==> config.mk <==
export PLATFORM = sky130hd
export DESIGN_NAME = sercmd_engine
export DESIGN_NICKNAME = d
export VERILOG_FILES = /design/src/rtl/sercmd_pkg.sv /design/src/rtl/sercmd_store.sv /design/src/rtl/sercmd_status.sv /design/src/rtl/sercmd_ctrl.sv /design/src/rtl/sercmd_engine.sv
export SDC_FILE = /design/constraint.sdc
export NUM_CORES = 2
export LEC_CHECK = 0
export ABC_AREA = 1
export BUFFER_PORTS_ARGS = -buffer_cell sky130_fd_sc_hd__buf_4
export CORE_UTILIZATION = 45
export DETAILED_ROUTE_END_ITERATION = 7
export SYNTH_ARGS = -nofsm -noshare
export SYNTH_HDL_FRONTEND = slang
export SYNTH_SLANG_ARGS = --single-unit
==> constraint.sdc <==
create_clock -name clk_i -period 2.05 [get_ports clk_i]
set_input_delay 0.41 -clock clk_i [delete_from_list [all_inputs] [get_ports clk_i]]
set_output_delay 0.41 -clock clk_i [all_outputs]
set_load 0.01 [all_outputs]
==> src/rtl/sercmd_pkg.sv <==
package sercmd_pkg;
  typedef enum logic [2:0] {
    ST_OPC  = 3'd0,
    ST_ADR  = 3'd1,
    ST_RD   = 3'd2,
    ST_STS  = 3'd3,
    ST_DROP = 3'd4
  } mode_e;

  localparam logic [7:0] OPC_READ = 8'h03;
  localparam logic [7:0] OPC_STAT = 8'h05;
endpackage

==> src/rtl/sercmd_store.sv <==
module sercmd_store #(
  parameter int ADDR_W = 8,
  parameter int DATA_W = 8
) (
  input  logic              clk_i,
  input  logic              we_i,
  input  logic [ADDR_W-1:0] waddr_i,
  input  logic [DATA_W-1:0] wdata_i,
  input  logic [ADDR_W-1:0] raddr_i,
  output logic [DATA_W-1:0] rdata_o
);
  localparam int DEPTH = 1 << ADDR_W;

  logic [DATA_W-1:0] cells [DEPTH];

  always_ff @(posedge clk_i) begin
    if (we_i) cells[waddr_i] <= wdata_i;
  end

  assign rdata_o = cells[raddr_i];
endmodule

==> src/rtl/sercmd_status.sv <==
module sercmd_status #(
  parameter int DATA_W = 8
) (
  input  logic              busy_i,
  input  logic [1:0]        protect_i,
  input  logic              wel_i,
  output logic [DATA_W-1:0] sts_o
);
  always_comb begin
    sts_o = '0;
    if (busy_i) begin
      // only the ready/busy flag carries meaning during programming
      sts_o[0] = 1'b1;
    end else begin
      sts_o[3:2] = protect_i;
      sts_o[1]   = wel_i;
    end
  end
endmodule

==> src/rtl/sercmd_ctrl.sv <==
module sercmd_ctrl
  import sercmd_pkg::*;
#(
  parameter int ADDR_W = 8,
  parameter int DATA_W = 8
) (
  input  logic              clk_i,
  input  logic              rst_i,
  input  logic              sel_i,
  input  logic              rx_valid_i,
  output logic              rx_ready_o,
  input  logic [DATA_W-1:0] rx_data_i,
  output logic              tx_valid_o,
  input  logic              tx_ready_i,
  output logic [DATA_W-1:0] tx_data_o,
  input  logic [DATA_W-1:0] sts_i,
  output logic [ADDR_W-1:0] rd_addr_o,
  input  logic [DATA_W-1:0] rd_data_i,
  output mode_e             mode_o,
  output logic [ADDR_W-1:0] addr_o
);
  mode_e             mode_q;
  logic [ADDR_W-1:0] addr_q;
  logic              txv_q;
  logic [DATA_W-1:0] txd_q;
  logic              rx_fire;
  logic              tx_fire;
  logic [ADDR_W-1:0] rx_addr;

  assign rx_ready_o = sel_i;
  assign rx_fire    = sel_i && rx_valid_i;
  assign tx_fire    = txv_q && tx_ready_i;
  assign rx_addr    = rx_data_i[ADDR_W-1:0];
  assign rd_addr_o  = (mode_q == ST_ADR) ? rx_addr : addr_q;

  always_ff @(posedge clk_i) begin
    if (rst_i) begin
      mode_q <= ST_OPC;
      addr_q <= '0;
      txv_q  <= 1'b0;
      txd_q  <= '0;
    end else if (!sel_i) begin
      mode_q <= ST_OPC;
      txv_q  <= 1'b0;
    end else begin
      unique case (mode_q)
        ST_OPC: if (rx_fire) begin
          if (rx_data_i == OPC_READ) begin
            mode_q <= ST_ADR;
          end else if (rx_data_i == OPC_STAT) begin
            mode_q <= ST_STS;
            txd_q  <= sts_i;
            txv_q  <= 1'b1;
          end else begin
            mode_q <= ST_DROP;
          end
        end
        ST_ADR: if (rx_fire) begin
          mode_q <= ST_RD;
          txd_q  <= rd_data_i;
          txv_q  <= 1'b1;
          addr_q <= rx_addr + 1'b1;
        end
        ST_RD: if (tx_fire) begin
          txd_q  <= rd_data_i;
          addr_q <= addr_q + 1'b1;
        end
        ST_STS: if (tx_fire) begin
          txd_q <= sts_i;
        end
        default: ;
      endcase
    end
  end

  assign tx_valid_o = txv_q;
  assign tx_data_o  = txd_q;
  assign mode_o     = mode_q;
  assign addr_o     = addr_q;
endmodule

==> src/rtl/sercmd_engine.sv <==
module sercmd_engine
  import sercmd_pkg::*;
#(
  parameter int ADDR_W = 8,
  parameter int DATA_W = 8
) (
  input  logic              clk_i,
  input  logic              rst_i,
  input  logic              sel_i,
  input  logic              rx_valid_i,
  output logic              rx_ready_o,
  input  logic [DATA_W-1:0] rx_data_i,
  output logic              tx_valid_o,
  input  logic              tx_ready_i,
  output logic [DATA_W-1:0] tx_data_o,
  input  logic              busy_i,
  input  logic [1:0]        protect_i,
  input  logic              wr_en_latch_i,
  input  logic              pre_we_i,
  input  logic [ADDR_W-1:0] pre_addr_i,
  input  logic [DATA_W-1:0] pre_data_i
);
  logic [DATA_W-1:0] sts_w;
  logic [ADDR_W-1:0] rd_addr_w;
  logic [DATA_W-1:0] rd_data_w;
  mode_e             mode_w;
  logic [ADDR_W-1:0] addr_w;

  sercmd_store #(.ADDR_W(ADDR_W), .DATA_W(DATA_W)) u_store (
    .clk_i   (clk_i),
    .we_i    (pre_we_i),
    .waddr_i (pre_addr_i),
    .wdata_i (pre_data_i),
    .raddr_i (rd_addr_w),
    .rdata_o (rd_data_w)
  );

  sercmd_status #(.DATA_W(DATA_W)) u_status (
    .busy_i    (busy_i),
    .protect_i (protect_i),
    .wel_i     (wr_en_latch_i),
    .sts_o     (sts_w)
  );

  sercmd_ctrl #(.ADDR_W(ADDR_W), .DATA_W(DATA_W)) u_ctrl (
    .clk_i      (clk_i),
    .rst_i      (rst_i),
    .sel_i      (sel_i),
    .rx_valid_i (rx_valid_i),
    .rx_ready_o (rx_ready_o),
    .rx_data_i  (rx_data_i),
    .tx_valid_o (tx_valid_o),
    .tx_ready_i (tx_ready_i),
    .tx_data_o  (tx_data_o),
    .sts_i      (sts_w),
    .rd_addr_o  (rd_addr_w),
    .rd_data_i  (rd_data_w),
    .mode_o     (mode_w),
    .addr_o     (addr_w)
  );
endmodule

# Word level (Yosys, flattened, before mapping)
# Memories as Yosys holds them, arrays and structs flattened.
# Cells that the tools add are included.
# word_totals
memories	1
out_inout_bits	10
latch_bits	0
inputBits	34
wordCells	55
ram_bits	2048
romBits	0
regBits	20
# mem_list
name	words	word_bits	rd	rd_clocked_by_memory_dff	write_ports	line_no	source
u_store.cells	256	8	1	0	1	sercmd_store.sv:14	logic [DATA_W-1:0] cells [DEPTH];
# op_classes
n_lt_le_gt_ge	0
mux	25
mul	0
div	0
n_eq_ne	11
n_shift	0
bitwise_logic	1
n_reduce_logical	11
addsub	2
# op_table
cell	count
8-bit two-way mux	9
8-bit case mux with 4 select lines	1
8-bit by 1-bit adder with 8-bit output, second input constant	2
8-bit case mux with 2 select lines	1
3-bit two-way mux	5
2-bit by 1-bit != test with 1-bit output, second input constant	5
8-bit by 2-bit equality test with 1-bit output, second input constant	1
8-bit by 3-bit equality test with 1-bit output, second input constant	1
8-bit AND reduction	1
1-bit two-way mux	7
3-bit by 2-bit equality test with 1-bit output, second input constant	2
3-bit case mux with 2 select lines	1
5-bit AND reduction	1
4-bit AND reduction	1
2-bit nonzero test	2
4-bit nonzero test	1
3-bit by 1-bit equality test with 1-bit output, second input constant	1
3-bit zero test	1
3-bit AND reduction	1
1-bit logical AND	2
2-bit != test, second input constant	1
1-bit case mux with 2 select lines	1
2-bit OR reduction	1
1-bit NOT	1

# Logic depth before layout (Yosys ltp)
# logic_depth
depth_word	5
mapped_depth	18

# Cells and area by module
# Synthesis repeated with hierarchy kept, for this count alone.
# unflattened
hier_cells	7216
area_unflattened_um2	84634.9
# modules_own_cells
mod	cells_each	n_inst	area_per_inst_um2	seq_area_each_um2
sercmd_store	6995	1	83236.1	61499.0
sercmd_ctrl	209	1	1335.0	400.4
sercmd_status	12	1	63.8	0.0

# Worst setup path after synthesis
# Ideal clock, no wire load.
# synth_path
kind	reg2reg
start	reg u_ctrl.mode_q[2] (netlist: u_ctrl.mode_o[2])
end	reg u_ctrl.txd_q[4] (netlist: u_ctrl.tx_data_o[4])
period_less_slack_ns	2.083
setup_slack_ns	-0.033
stages_incl_launch_ff	15
n_path_buf	2
arrival_time_ns	1.950
path_cell_list	dfxtp_1 > nor2_4 > nand2_4 > o21ai_2 > buf_2 > clkbuf_1 > nand3_1 > nand3_1 > nand3_1 > nand3_1 > nand3_1 > nand3_1 > nand3_1 > nand3_1 > a21oi_1
# synth_between
elab_chain_cells	5
elab_cells_between_ends	17
cone_classes	9 x eq/ne; 4 x mux; 3 x reduce/logical; 1 x memory
# synth_lines
element	line_no	source
from (decl)	sercmd_ctrl.sv:22	mode_e mode_q;
from (signal assigned)	sercmd_ctrl.sv:38	mode_q <= ST_OPC;
from (signal assigned)	sercmd_ctrl.sv:43	mode_q <= ST_OPC;
from (signal assigned)	sercmd_ctrl.sv:49	mode_q <= ST_ADR;
3-bit by 1-bit equality test with 1-bit output	sercmd_ctrl.sv:34, sercmd_ctrl.sv:46	
8-bit two-way mux	sercmd_ctrl.sv:34	assign rd_addr_o = (mode_q == ST_ADR) ? rx_addr : addr_q;
memory 256 x 8 bit	-	
8-bit two-way mux (on tied branches)	sercmd_ctrl.sv:64, sercmd_ctrl.sv:58	
8-bit case mux with 4 select lines	sercmd_ctrl.sv:46	unique case (mode_q)
to (signal assigned)	sercmd_ctrl.sv:52	txd_q <= sts_i;
to (signal assigned)	sercmd_ctrl.sv:65	txd_q <= rd_data_i;
to (signal assigned)	sercmd_ctrl.sv:69	txd_q <= sts_i;
to (decl)	sercmd_ctrl.sv:25	logic [DATA_W-1:0] txd_q;
# Parallel ways exist; a longest one is shown, timed or not. The select of a mux whose other input is x is not followed.
# A chain may end at the register's enable or synchronous reset.

# Final worst setup path
# layout_path
start	reg u_ctrl.mode_q[2] (netlist: u_ctrl.mode_o[2])
end	reg u_ctrl.txd_q[3] (netlist: u_ctrl.tx_data_o[3])
# Same word-level chain as after synthesis.

==> metrics.txt <==
# TYPE chip_impl_metric gauge
chip_impl_metric{name="overall_global_routing_resource_usage",unit="%"} 27.2
chip_impl_metric{name="post-route-worst-setup-slack",unit="ns"} -0.774
chip_impl_metric{name="floorplan.io_pins",unit=""} 44
chip_impl_metric{name="netlist-cell-type-count",unit=""} 30
chip_impl_metric{name="post-layout-total-power",unit="uW"} 85500
chip_impl_metric{name="setup_viol_count_final",unit=""} 15
chip_impl_metric{name="cellLeakagePower",unit="uW"} 0.0390
chip_impl_info{name="grt_busiest_layer",value="met2"} 1
chip_impl_info{name="root_cell_of_the_clock_tree",value="sky130_fd_sc_hd__clkbuf_16"} 1
chip_impl_info{name="grt_setup_unrepaired",value="yes"} 1
chip_impl_metric{name="slew_headroom",unit="%"} 61.4
chip_impl_info{name="most_used_cells_in_the_layout_excluding_fill_and_tap_cells",value="2172 x sky130_fd_sc_hd__nand2_1, 2048 x sky130_fd_sc_hd__edfxtp_1, 1667 x sky130_fd_sc_hd__nand3_1"} 1
chip_impl_metric{name="globalRouteMet3Util",unit="%"} 4.30
chip_impl_metric{name="timing.final.hold_violations",unit=""} 2
chip_impl_info{name="cts_tree",value="done"} 1
chip_impl_metric{name="die_h",unit="um"} 437
chip_impl_metric{name="synth-warning-count",unit=""} 0
chip_impl_metric{name="drt-initial-drc-count",unit=""} 7562
chip_impl_metric{name="rows",unit=""} 159
chip_impl_metric{name="chipWidth",unit="um"} 437
chip_impl_metric{name="place.gp.congestion",unit=""} 0.922
chip_impl_metric{name="fin_cells",unit=""} 10700
chip_impl_metric{name="grt_start_max_net_pins",unit=""} 75
chip_impl_metric{name="fin_hold_ws",unit="ns"} -0.0449
chip_impl_info{name="min_from",value="rx_data_i[6]"} 1
chip_impl_metric{name="hpwlAfterDp",unit="um"} 160000
chip_impl_metric{name="drt_first_pass_iters",unit=""} 8
chip_impl_metric{name="final_nets",unit=""} 8098
chip_impl_metric{name="synth.ff_latch_count",unit=""} 2068
chip_impl_metric{name="power.switching",unit="uW"} 17700
chip_impl_metric{name="drc_errors",unit=""} 0
chip_impl_metric{name="post-route-min-period",unit="ns"} 2.82
chip_impl_metric{name="worst_ep_arrival_time",unit="ns"} 3.57
chip_impl_info{name="worst_hold_path_type",value="in -> reg"} 1
chip_impl_metric{name="wl_per_instance",unit="um"} 24.9
chip_impl_metric{name="min_period_over_period",unit="%"} 138
chip_impl_info{name="kind_of_start_point_of_the_critical_path",value="flip-flop"} 1
chip_impl_metric{name="met2_usage",unit="%"} 43.3
chip_impl_metric{name="cts.path.max_buffers",unit=""} 3
chip_impl_metric{name="netlist_instances",unit=""} 7341
chip_impl_info{name="violations_in_the_final_reports",value="negative hold slack, negative setup slack"} 1
chip_impl_metric{name="clock_sinks",unit=""} 2068
chip_impl_info{name="path_cells",value="nor2_4, nand2_4, buf_8, o21ai_4, buf_12, buf_16, buf_16, buf_12, buf_8, nand3_1, nand3_1, nand3_1, nand3_2, nand3_2, nand3_1, nand3_1, nand3_2, a21oi_1"} 1
chip_impl_metric{name="syn-cell-area",unit="um2"} 85000
chip_impl_metric{name="syn_to_final_growth",unit="%"} 24.6
chip_impl_metric{name="power_frac_clock",unit="%"} 43.5
chip_impl_info{name="most_common_cell_after_layout_fill_and_taps_aside",value="sky130_fd_sc_hd__nand2_1"} 1
chip_impl_metric{name="place.port_buffers",unit=""} 43
chip_impl_metric{name="cap_violations",unit=""} 0
chip_impl_metric{name="die_area",unit="um2"} 191000
chip_impl_info{name="crit-reg2reg-launch",value="u_ctrl.mode_o[2]"} 1
chip_impl_metric{name="worst_ir_drop_vdd",unit="V"} 0.000770
chip_impl_metric{name="filler_cell_count_in_the_final_layout",unit=""} 15100
chip_impl_metric{name="netSwitchingFraction",unit="%"} 20.7
chip_impl_metric{name="worst_skew_late_latency",unit="ns"} 0.86
chip_impl_metric{name="synth-seq-area-share",unit="%"} 72.8
chip_impl_metric{name="max_fo_critical_path",unit=""} 8
chip_impl_metric{name="clk_transition_reported_paths",unit="ns"} 0.07
chip_impl_metric{name="post_synth.cell_area_avg",unit="um2"} 11.6
chip_impl_metric{name="drv_slew",unit=""} 0
chip_impl_metric{name="clock-skew-final",unit="ns"} 0.0544
chip_impl_metric{name="grt_antenna_before_repair",unit=""} 4
chip_impl_metric{name="totalWireLength",unit="um"} 267000
chip_impl_metric{name="final-seq-area",unit="um2"} 61900
chip_impl_metric{name="synthArstFlopShare",unit="%"} 0
chip_impl_info{name="crit_path_top_delay_cell",value="sky130_fd_sc_hd__dfxtp_2"} 1
chip_impl_metric{name="place.detailed.instances",unit=""} 10200
chip_impl_metric{name="via_count",unit=""} 61000
chip_impl_metric{name="power.density_cell_area",unit="nW/um2"} 807
chip_impl_metric{name="worst_slew_pin_slew",unit="ns"} 0.577
chip_impl_metric{name="cts_max_level",unit=""} 4
chip_impl_info{name="cpMostUsedCell",value="sky130_fd_sc_hd__nand3_1"} 1
chip_impl_metric{name="post_synth_edffs",unit=""} 2048
chip_impl_metric{name="critical_path_buf_inv_count",unit=""} 6
chip_impl_metric{name="setup_total_negative_slack",unit="ns"} -6.63
chip_impl_metric{name="via_count_of_the_first_global_routing_pass",unit=""} 58300
chip_impl_metric{name="cts_inserted_buffers",unit=""} 207
chip_impl_metric{name="required_worst_endpoint",unit="ns"} 2.79
chip_impl_metric{name="internal_power",unit="uW"} 67800
chip_impl_metric{name="first_pass_grt_wire_length",unit="um"} 385000
chip_impl_metric{name="gr-usage-met1",unit="%"} 37.5
chip_impl_info{name="most_frequently_used_flop_master_after_synthesis",value="sky130_fd_sc_hd__edfxtp_1"} 1
chip_impl_metric{name="vias_per_cell",unit=""} 5.68
chip_impl_metric{name="seq_power_share",unit="%"} 54.4
chip_impl_info{name="critical-path-top-delay-family",value="simple AND/OR/NAND/NOR gates"} 1
chip_impl_info{name="crit_path_end_kind",value="flip-flop"} 1
chip_impl_info{name="criticalPathCategory",value="reg -> reg"} 1
chip_impl_metric{name="max_freq",unit="MHz"} 354
chip_impl_metric{name="synthesis.nets",unit=""} 7376
chip_impl_metric{name="combinationalPowerShare",unit="%"} 2.0
chip_impl_metric{name="slowest_delay",unit="ns"} 0.33
chip_impl_metric{name="start_util",unit="%"} 45.3
chip_impl_info{name="crit_path_start",value="u_ctrl.mode_o[2]"} 1
chip_impl_metric{name="core",unit="um2"} 188000
chip_impl_metric{name="drive_gt1_share",unit="%"} 20.0
chip_impl_info{name="run_status",value="finished, violations left"} 1
chip_impl_metric{name="route.antenna.remaining_nets",unit=""} 0
chip_impl_metric{name="globalRoute.totalOverflow",unit=""} 0
chip_impl_metric{name="multi_input_combinational_cell_area",unit="um2"} 22100
-- cell type report --
class                           count  share of cell area (%)
Antenna cell                        3                 0.00709
Clock buffer                      253                    5.13
Clock inverter                    121                    1.11
Inverter                          222                   0.816
Multi-Input combinational cell   4566                    20.8
Sequential cell                  2068                    58.4
Tap cell                         2495                    2.95
Timing Repair Buffer              998                    10.7
-- logic make-up (layout without fill, tap and decap cells) --
logic type	count (synthesis)	after routing	synth area share [%]
AOI/OAI and AO/OA	79	79	0.499
xor gates and xnor gates	5	5	0.0515
adders and majority gates	1	1	0.0147
buffers and inverters	707	1594	3.83
DFF	2068	2068	72.8
other	0	3	0
and+or+nand+nor	4481	4481	22.8
-- registers in the layout (all words and copies together), names as in the netlist --
register	count
u_ctrl.mode_o	3
u_store.cells	2048
u_ctrl.tx_data_o	8
u_ctrl.tx_valid_o	1
u_ctrl.addr_o	8
-- path summary, 6_finish.rpt --
kind / end / slack (ns) / cells past startpoint
max: u_ctrl.tx_data_o[3] / -0.77 / 18
min: u_ctrl.mode_o[0] / -0.04 / 6
max reg2reg: u_ctrl.tx_data_o[3] / -0.77 / 18
min reg2reg: u_ctrl.tx_valid_o / 0.47 / 2
-- power groups by stage --
| stage | clock (uW) | combinational, uW | sequential (uW) |
|---|---|---|---|
| after global routing | 39100 | 1790 | 46500 |
| after detailed placement | 0 | 1640 | 47400 |
| after CTS | 37600 | 1680 | 46600 |
| final | 37200 | 1730 | 46600 |
| after global placement | 0 | 1610 | 47400 |
| after floorplan | 0 | 231 | 47500 |
-- stage by stage --
step / utilization, % / hold slack (ns) / worst slack, ns / cell area, um2
2_1_floorplan: - / 0.456 / 0.000450 / 85000
3_3_place_gp: 50.2 / 0.466 / -1.33 / 94100
3_5_place_dp: 50.2 / 0.469 / -1.32 / 94100
4_1_cts: 55.7 / -0.145 / -0.729 / 104000
5_1_grt: 56.5 / 0.00663 / -0.838 / 106000
6_report: 56.5 / -0.0449 / -0.774 / 106000
-- layer usage --
layer / vias to the layer above / routed length [um]
li1: 27300 / -
met1: 30100 / 108000
met5: - / 29
met4: 4 / 11000
met3: 517 / 22900
met2: 3049 / 125000
-- synthesized netlist by cell type, types with 2 or more instances --
cell type,count,share of area [%]
sky130_fd_sc_hd__nor2_1,296,1.3
sky130_fd_sc_hd__o21ai_1,4,0.024
sky130_fd_sc_hd__buf_6,5,0.066
sky130_fd_sc_hd__clkbuf_1,79,0.35
sky130_fd_sc_hd__o21bai_1,2,0.018
sky130_fd_sc_hd__buf_1,19,0.084
sky130_fd_sc_hd__nand2_2,2,0.015
sky130_fd_sc_hd__edfxtp_1,2048,72
sky130_fd_sc_hd__nand3_1,1991,12
sky130_fd_sc_hd__buf_4,33,0.29
sky130_fd_sc_hd__nor4_1,3,0.022
sky130_fd_sc_hd__dfxtp_1,20,0.47
sky130_fd_sc_hd__nor3_1,2,0.012
sky130_fd_sc_hd__o21ai_2,3,0.031
sky130_fd_sc_hd__buf_2,349,2.1
sky130_fd_sc_hd__inv_1,220,0.97
sky130_fd_sc_hd__nand2_1,2181,9.6
sky130_fd_sc_hd__xor2_1,5,0.052
sky130_fd_sc_hd__a21oi_1,19,0.11
sky130_fd_sc_hd__inv_2,2,0.0088
sky130_fd_sc_hd__o21ai_0,47,0.28
sky130_fd_sc_hd__nand2_4,2,0.026
sky130_fd_sc_hd__a31oi_1,2,0.015
-- repair_timing --
| action | 4_1_cts | 5_1_grt |
|---|---|---|
| setup endpoints to repair | 13 | 16 |
| resized for setup | 365 | 215 |
| hold endpoints to repair | 145 | 11 |
| cloned | 35 | 13 |
| hold buffers | 13 | 1 |
| buffers inserted | 62 | 29 |
| pin swaps | 49 | 81 |
-- worst reg2reg max path: stages, from the launching register on --
cell	delay, ns
sky130_fd_sc_hd__dfxtp_2	0.33
sky130_fd_sc_hd__nor2_4	0.16
sky130_fd_sc_hd__nand2_4	0.11
sky130_fd_sc_hd__buf_8	0.15
sky130_fd_sc_hd__o21ai_4	0.14
sky130_fd_sc_hd__buf_12	0.19
sky130_fd_sc_hd__buf_16	0.17
sky130_fd_sc_hd__buf_16	0.19
sky130_fd_sc_hd__buf_12	0.18
sky130_fd_sc_hd__buf_8	0.16
sky130_fd_sc_hd__nand3_1	0.08
sky130_fd_sc_hd__nand3_1	0.13
sky130_fd_sc_hd__nand3_1	0.12
sky130_fd_sc_hd__nand3_2	0.11
sky130_fd_sc_hd__nand3_2	0.10
sky130_fd_sc_hd__nand3_1	0.13
sky130_fd_sc_hd__nand3_1	0.10
sky130_fd_sc_hd__nand3_2	0.10
sky130_fd_sc_hd__a21oi_1	0.06
(Power assumes the default switching activity.)
